--- src/rtl/adr_pkg.sv ---
package adr_pkg;
  localparam int ADDR_W = 3;
  localparam int DATA_W = 8;

  typedef enum logic [ADDR_W-1:0] {
    A_SRC    = 3'd0,
    A_FINE   = 3'd1,
    A_COARSE = 3'd2,
    A_INV    = 3'd3,
    A_SLEW   = 3'd4
  } adr_addr_e;
endpackage

--- src/rtl/adr_ctrl_regs.sv ---
module adr_ctrl_regs
  import adr_pkg::*;
#(
  parameter int COARSE_W = 8,
  parameter int FINE_W   = 8
) (
  input  logic                clk,
  input  logic                rst_n,
  input  logic                wr_en,
  input  logic [ADDR_W-1:0]   wr_addr,
  input  logic [DATA_W-1:0]   wr_data,
  output logic                cal_sel,
  output logic                inv_r,
  output logic [FINE_W-1:0]   fine_r,
  output logic [COARSE_W-1:0] tgt_r,
  output logic                slew_en,
  output logic                slew_fast
);
  logic                cal_sel_d, inv_d, slew_en_d, slew_fast_d;
  logic [FINE_W-1:0]   fine_d;
  logic [COARSE_W-1:0] tgt_d;

  always_comb begin
    cal_sel_d   = cal_sel;
    inv_d       = inv_r;
    fine_d      = fine_r;
    tgt_d       = tgt_r;
    slew_en_d   = slew_en;
    slew_fast_d = slew_fast;
    if (wr_en) begin
      unique case (wr_addr)
        A_SRC:    cal_sel_d = wr_data[0];
        A_FINE:   fine_d    = wr_data[FINE_W-1:0];
        A_COARSE: tgt_d     = wr_data[COARSE_W-1:0];
        A_INV:    inv_d     = wr_data[0];
        A_SLEW: begin
          slew_en_d   = wr_data[0];
          slew_fast_d = wr_data[1];
        end
        default: ;
      endcase
    end
  end

  always_ff @(posedge clk or negedge rst_n) begin
    if (!rst_n) begin
      cal_sel   <= 1'b0;
      inv_r     <= 1'b0;
      fine_r    <= '0;
      tgt_r     <= '0;
      slew_en   <= 1'b0;
      slew_fast <= 1'b0;
    end else if (wr_en) begin
      cal_sel   <= cal_sel_d;
      inv_r     <= inv_d;
      fine_r    <= fine_d;
      tgt_r     <= tgt_d;
      slew_en   <= slew_en_d;
      slew_fast <= slew_fast_d;
    end
  end

  // configuration is clear straight after reset release
  a_r2_cfg_clear: assert property (@(posedge clk) disable iff (!rst_n)
    $rose(rst_n) |-> (!slew_en && !cal_sel));
endmodule

--- src/rtl/adr_step_timer.sv ---
module adr_step_timer #(
  parameter int TIMER_W = 8
) (
  input  logic clk,
  input  logic rst_n,
  output logic tick
);
  logic [TIMER_W-1:0] cnt_q, cnt_d;

  always_comb begin
    cnt_d = cnt_q + 1'b1;
    tick  = &cnt_q;
  end

  always_ff @(posedge clk or negedge rst_n) begin
    if (!rst_n) cnt_q <= '0;
    else        cnt_q <= cnt_d;
  end

  // the window counter wraps to zero after the tick
  a_r11_timer_wrap: assert property (@(posedge clk) disable iff (!rst_n)
    tick |=> (cnt_q == '0));
endmodule

--- src/rtl/adr_coarse_slew.sv ---
module adr_coarse_slew #(
  parameter int COARSE_W  = 8,
  parameter int FAST_STEP = 4
) (
  input  logic                clk,
  input  logic                rst_n,
  input  logic                tick,
  input  logic                load,
  input  logic                hold,
  input  logic [COARSE_W-1:0] load_val,
  input  logic                slew_en,
  input  logic                slew_fast,
  input  logic [COARSE_W-1:0] target,
  output logic [COARSE_W-1:0] coarse_q
);
  localparam logic [COARSE_W-1:0] STEP_FAST = COARSE_W'(FAST_STEP);
  localparam logic [COARSE_W-1:0] STEP_SLOW = COARSE_W'(1);

  logic [COARSE_W-1:0] coarse_d, step, gap_up, gap_dn;
  logic                manual;

  always_comb begin
    manual   = !load && !hold;
    step     = slew_fast ? STEP_FAST : STEP_SLOW;
    gap_up   = target - coarse_q;
    gap_dn   = coarse_q - target;
    coarse_d = coarse_q;
    if (load) begin
      coarse_d = load_val;
    end else if (hold) begin
      coarse_d = coarse_q;
    end else if (!slew_en) begin
      coarse_d = target;
    end else if (tick && (coarse_q != target)) begin
      if (coarse_q < target)
        coarse_d = (gap_up <= step) ? target : coarse_q + step;
      else
        coarse_d = (gap_dn <= step) ? target : coarse_q - step;
    end
  end

  always_ff @(posedge clk or negedge rst_n) begin
    if (!rst_n) coarse_q <= '0;
    else        coarse_q <= coarse_d;
  end

  // without slewing the target is applied on the next edge
  a_r5_direct_apply: assert property (@(posedge clk) disable iff (!rst_n)
    (manual && !slew_en) |=> (coarse_q == $past(target)));
  // at the target the code rests
  a_r9_rest_at_target: assert property (@(posedge clk) disable iff (!rst_n)
    (manual && slew_en && (coarse_q == target)) |=> $stable(coarse_q));
  // no movement between window wraps
  a_r11_step_on_wrap: assert property (@(posedge clk) disable iff (!rst_n)
    (manual && slew_en && !tick) |=> $stable(coarse_q));
  // a step never passes the target, from below or above
  a_r8_no_overshoot_up: assert property (@(posedge clk) disable iff (!rst_n)
    (manual && slew_en && (coarse_q <= target)) |=> (coarse_q <= $past(target)));
  a_r8_no_overshoot_dn: assert property (@(posedge clk) disable iff (!rst_n)
    (manual && slew_en && (coarse_q >= target)) |=> (coarse_q >= $past(target)));
endmodule

--- src/rtl/aperture_delay_ramp.sv ---
module aperture_delay_ramp
  import adr_pkg::*;
#(
  parameter int COARSE_W  = 8,
  parameter int FINE_W    = 8,
  parameter int TIMER_W   = 8,
  parameter int FAST_STEP = 4,
  localparam int WORD_W   = 1 + COARSE_W + FINE_W
) (
  input  logic                clk,
  input  logic                rst_n,
  input  logic                wr_en,
  input  logic [ADDR_W-1:0]   wr_addr,
  input  logic [DATA_W-1:0]   wr_data,
  input  logic [WORD_W-1:0]   cal_word,
  input  logic                cal_done,
  output logic [WORD_W-1:0]   dly_word
);
  logic                rst_s1, rst_s;
  logic                cal_sel, inv_r, slew_en, slew_fast, tick;
  logic [FINE_W-1:0]   fine_r, fine_q, fine_d;
  logic [COARSE_W-1:0] tgt_r, coarse_q;
  logic                inv_q, inv_d, load, hold;

  always_ff @(posedge clk or negedge rst_n) begin
    if (!rst_n) begin
      rst_s1 <= 1'b0;
      rst_s  <= 1'b0;
    end else begin
      rst_s1 <= 1'b1;
      rst_s  <= rst_s1;
    end
  end

  adr_ctrl_regs #(.COARSE_W(COARSE_W), .FINE_W(FINE_W)) u_regs (
    .clk(clk), .rst_n(rst_s), .wr_en(wr_en), .wr_addr(wr_addr),
    .wr_data(wr_data), .cal_sel(cal_sel), .inv_r(inv_r), .fine_r(fine_r),
    .tgt_r(tgt_r), .slew_en(slew_en), .slew_fast(slew_fast)
  );

  adr_step_timer #(.TIMER_W(TIMER_W)) u_timer (
    .clk(clk), .rst_n(rst_s), .tick(tick)
  );

  assign load = cal_sel && cal_done;
  assign hold = cal_sel && !cal_done;

  adr_coarse_slew #(.COARSE_W(COARSE_W), .FAST_STEP(FAST_STEP)) u_slew (
    .clk(clk), .rst_n(rst_s), .tick(tick), .load(load), .hold(hold),
    .load_val(cal_word[FINE_W +: COARSE_W]), .slew_en(slew_en),
    .slew_fast(slew_fast), .target(tgt_r), .coarse_q(coarse_q)
  );

  always_comb begin
    inv_d  = inv_q;
    fine_d = fine_q;
    if (load) begin
      inv_d  = cal_word[WORD_W-1];
      fine_d = cal_word[FINE_W-1:0];
    end else if (!hold) begin
      inv_d  = inv_r;
      fine_d = fine_r;
    end
  end

  always_ff @(posedge clk or negedge rst_s) begin
    if (!rst_s) begin
      inv_q  <= 1'b0;
      fine_q <= '0;
    end else begin
      inv_q  <= inv_d;
      fine_q <= fine_d;
    end
  end

  assign dly_word = {inv_q, coarse_q, fine_q};

  // a valid calibration result is taken whole
  a_r3_cal_taken: assert property (@(posedge clk) disable iff (!rst_s)
    load |=> (dly_word == $past(cal_word)));
  // pending calibration freezes the word
  a_r4_hold_pending: assert property (@(posedge clk) disable iff (!rst_s)
    hold |=> $stable(dly_word));
  // fine and invert track their registers in manual mode
  a_r6_fine_direct: assert property (@(posedge clk) disable iff (!rst_s)
    !cal_sel |=> (dly_word[FINE_W-1:0] == $past(fine_r) &&
                  dly_word[WORD_W-1] == $past(inv_r)));
endmodule

--- config.mk ---
export PLATFORM = sky130hd
export DESIGN_NAME = aperture_delay_ramp
export DESIGN_NICKNAME = d
export VERILOG_FILES = /design/src/rtl/adr_pkg.sv /design/src/rtl/adr_ctrl_regs.sv /design/src/rtl/adr_step_timer.sv /design/src/rtl/adr_coarse_slew.sv /design/src/rtl/aperture_delay_ramp.sv
export SDC_FILE = /design/constraint.sdc
export NUM_CORES = 1
export LEC_CHECK = 0
export BUFFER_PORTS_ARGS = -buffer_cell sky130_fd_sc_hd__buf_2
export CORE_UTILIZATION = 50
export DETAILED_ROUTE_END_ITERATION = 12
export GPL_TIMING_DRIVEN = 0
export PLACE_DENSITY = 0.81
export SLEW_MARGIN = 20
export SYNTH_ARGS = -nofsm -noshare
export SYNTH_HDL_FRONTEND = slang
export SYNTH_HIERARCHICAL = 1
export SYNTH_SLANG_ARGS = --single-unit
--- constraint.sdc ---
create_clock -name clk -period 1.8 [get_ports clk]
set_input_delay 0.36 -clock clk [delete_from_list [all_inputs] [get_ports clk]]
set_output_delay 0.36 -clock clk [all_outputs]
set_load 0.1 [all_outputs]
==> results_dict.tcl <==
set metrics [dict create \
    status "complete, but fails checks" \
    violations "negative setup slack" \
    drcViolationCount 0 \
    fin_area_sq_um 4440 \
    wl_um 9700 \
    ys_top_cells_by_area "dfrtp_1 (34%), ha_1 (9.1%), mux2_4 (7.0%)" \
    place.gp.congestion 0.980 \
    cts.clk_slew.worst_paths_ns 0.09 \
    cts_tree "yes" \
    root_buffer "clkbuf_8" \
    hpwl_um 6450 \
    pwr-share-comb_pct 75.0 \
    async_reset_ff_share_pct 100 \
    r2r.worst_path.cells 12 \
    io_pins 49 \
    synth_area_leader_cell "dfrtp_1" \
    port_buffers 48 \
    synth_area_per_cell_sq_um 9.84 \
    synth.most_common_cell "dfrtp_1" \
    clk_latency_ns 0.30 \
    whs_ns 0.156 \
    wl_per_cell_um 19.1 \
    rsz0062_at_grt "yes" \
    dpl-instance-area_sq_um 3940 \
    synth_commonest_cells "dfrtp_1 (47), a21oi_1 (29), ha_1 (25), inv_1 (25), nor2_1 (22)" \
    grt_max_degree 35 \
    max_freq_ghz 0.324 \
    cts_num_sinks 47 \
    cts-htree-levels 2 \
    synthCells 350 \
    period_share_pct 171 \
    required_ns 1.99 \
    reg2reg_from "u_slew/coarse_q[0]" \
    drv_cap 0 \
    synth-seq-cells 47 \
    crit_fanout 7 \
    synth_edf_count 0 \
    min_path_type "reg -> async" \
    synth_nets 409 \
    p_sw_mw 4.69 \
    cts_buffers 5 \
    ir_drop_uv 1300 \
    dr_total_vias 3164 \
    coreArea_sq_um 6490 \
    clkPwrFrac_pct 6.9 \
    die_area_sq_um 7230 \
    drtPass1Iterations 5 \
    synth_ff_type "dfrtp_1" \
    track_usage_pct 26.6 \
    die_w_um 85 \
    initial_utilization_pct 53.0 \
    tightest_slew_ns 0.535 \
    cp-start-kind "flip-flop" \
    skew_ns 0.00715 \
    ys_types 70 \
    via_per_inst 6.22 \
    tns_ns -10.02 \
    n_antenna_cell 0 \
    worstPathArrival_ns 3.28 \
    fin_crit_ns 3.09 \
    r2r_end "u_slew/coarse_q[0]" \
    clockBufferDepth 2 \
    grt_pass1_wl_um 15000 \
    antenna_left 0 \
    timing_worst_setup_path_type "reg -> reg" \
    ys_seq_area_share_pct 34.1 \
    switching_share_pct 52.2 \
    syn_area_sq_um 3440 \
    num_rows 29 \
    p_int_mw 4.30 \
    drt_iter0_markers 296 \
    area_growth_pct 28.8 \
    cp-end-kind "flip-flop" \
    fin_nets 490 \
    setup_viol 8 \
    p_per_area_nw_per_um2 2030 \
    gr-total-overflow 0 \
    setup_ws_ns -1.29 \
    ys_warn_count 6 \
    layout-drive-gt1-share_pct 41.4 \
    seq_power_share_pct 18.2 \
    grt_pass1_vias 3183 \
    die_h_um 85 \
    worst-r2r-setup-slack_ns -1.29 \
    slew_violations 0 \
    synth_top_cell_area_share_pct 34.1 \
    grt_antenna_before_repair 0 \
    hold_violations 0 \
    cellLeakagePower_nw 1.99 \
    timing.slew.headroom_pct 64.3 \
]
[cell usage in the layout, fill, tap and decap left out, drive strengths merged, types with 3 or more instances in the layout]
master | Yosys | layout
a211oi | 4 | 4
a21o | 8 | 8
a21oi | 29 | 29
a31oi | 3 | 3
and4bb | 3 | 3
buf | 7 | 80
clkbuf | 10 | 17
dfrtp | 47 | 47
ha | 25 | 25
inv | 26 | 26
mux2 | 22 | 22
mux2i | 12 | 12
nand2 | 16 | 16
nand2b | 7 | 7
nand3 | 13 | 13
nand4 | 4 | 4
nor2 | 23 | 23
nor2b | 4 | 4
nor3 | 12 | 12
o21ai | 7 | 7
o221ai | 6 | 6
o22ai | 3 | 3
o31ai | 6 | 6
or3 | 3 | 3
xnor2 | 15 | 15
[worst max-delay path, cell delays in order (launching register included)]
cell	delay, ns
dfrtp_4	0.52
ha_4	0.18
fa_2	0.42
xnor2_2	0.14
ha_1	0.29
nand2_1	0.05
o21ai_1	0.07
o2bb2ai_1	0.16
nand3_2	0.18
nor3_4	0.37
mux2i_4	0.20
a21o_1	0.20
a31o_1	0.20
[power by group through the flow]
stage,Combinational [mW],Clock [mW],Sequential [mW]
after global placement,5.16,0,1.69
after floorplan,3.26,0,2.71
after global routing,7.16,0.672,1.66
after CTS,6.21,0.630,1.61
after detailed placement,5.25,0,1.70
final,6.74,0.619,1.63
[what timing repair did]
item                                   4_1_cts  5_1_grt
endpoints found under the hold margin        2        0
pin swaps                                   19       18
hold buffers                                 1        0
buffers inserted                            21        4
setup endpoints to repair                    8        8
resized for setup                           29       18
[layer usage]
metal | vias to the layer above | track usage (%) | part of all wire (%)
met5 | - | 0 | 0
met2 | 175 | 46.5 | 50
met3 | 42 | 5.45 | 6.6
met4 | 0 | 12.5 | 4.2
li1 | 1421 | - | -
met1 | 1526 | 31.3 | 40
[stage by stage]
step | total power [mW] | util [%] | setup WS, ns | cells
after CTS | 8.46 | 66.6 | -1.22 | 505
after global routing | 9.49 | 68.3 | -1.38 | 509
final | 9.00 | 68.3 | -1.29 | 509
after global placement | 6.85 | 60.4 | -1.38 | 475
after detailed placement | 6.96 | 60.7 | -1.37 | 476
after floorplan | 5.97 | - | -1.26 | 350
[worst max path at each step]
stage,start,endpoint,cells past startpoint
2_1_floorplan,u_slew/coarse_q[0],u_slew/coarse_q[0],13
3_3_place_gp,u_slew/coarse_q[4],u_slew/coarse_q[6],11
3_5_place_dp,u_slew/coarse_q[5],u_slew/coarse_q[3],11
4_1_cts,u_slew/coarse_q[0],u_slew/coarse_q[4],13
5_1_grt,u_slew/coarse_q[0],u_slew/coarse_q[0],12
6_report,u_slew/coarse_q[0],u_slew/coarse_q[0],12
[registers in the layout, summed over array words and instances, names as in the netlist]
register and count:
u_regs/slew_en 1, rst_s 1, inv_q 1, u_timer/cnt_q 8, u_regs/tgt_r 8, rst_s1 1
u_slew/coarse_q 8, u_regs/cal_sel 1, u_regs/fine_r 8, u_regs/inv_r 1, u_regs/slew_fast 1, fine_q 8
[logic make-up after synthesis]
| logic type | count (synthesis) | synth area share [%] |
|---|---|---|
| AND/OR/NAND/NOR | 97 | 15.9 |
| AO/OA/AOI/OAI | 85 | 17.3 |
| flip-flops | 47 | 34.1 |
| buffers and inverters | 43 | 5.74 |
| multiplexers | 34 | 12.5 |
| adder cells (fa/ha/maj) | 27 | 10.2 |
| XOR/XNOR | 16 | 4.07 |
| other | 1 | 0.109 |
[layout make-up]
class	count	area, sq um
tap	77	96.3
multi-input combinational	260	2340
buffer	16	133
fill	440	2060
clock buffer	7	76.3
clock inverter	1	7.51
timing repair buffer	75	469
inverter	26	105
sequential	47	1210
(Power assumes the default switching activity.)
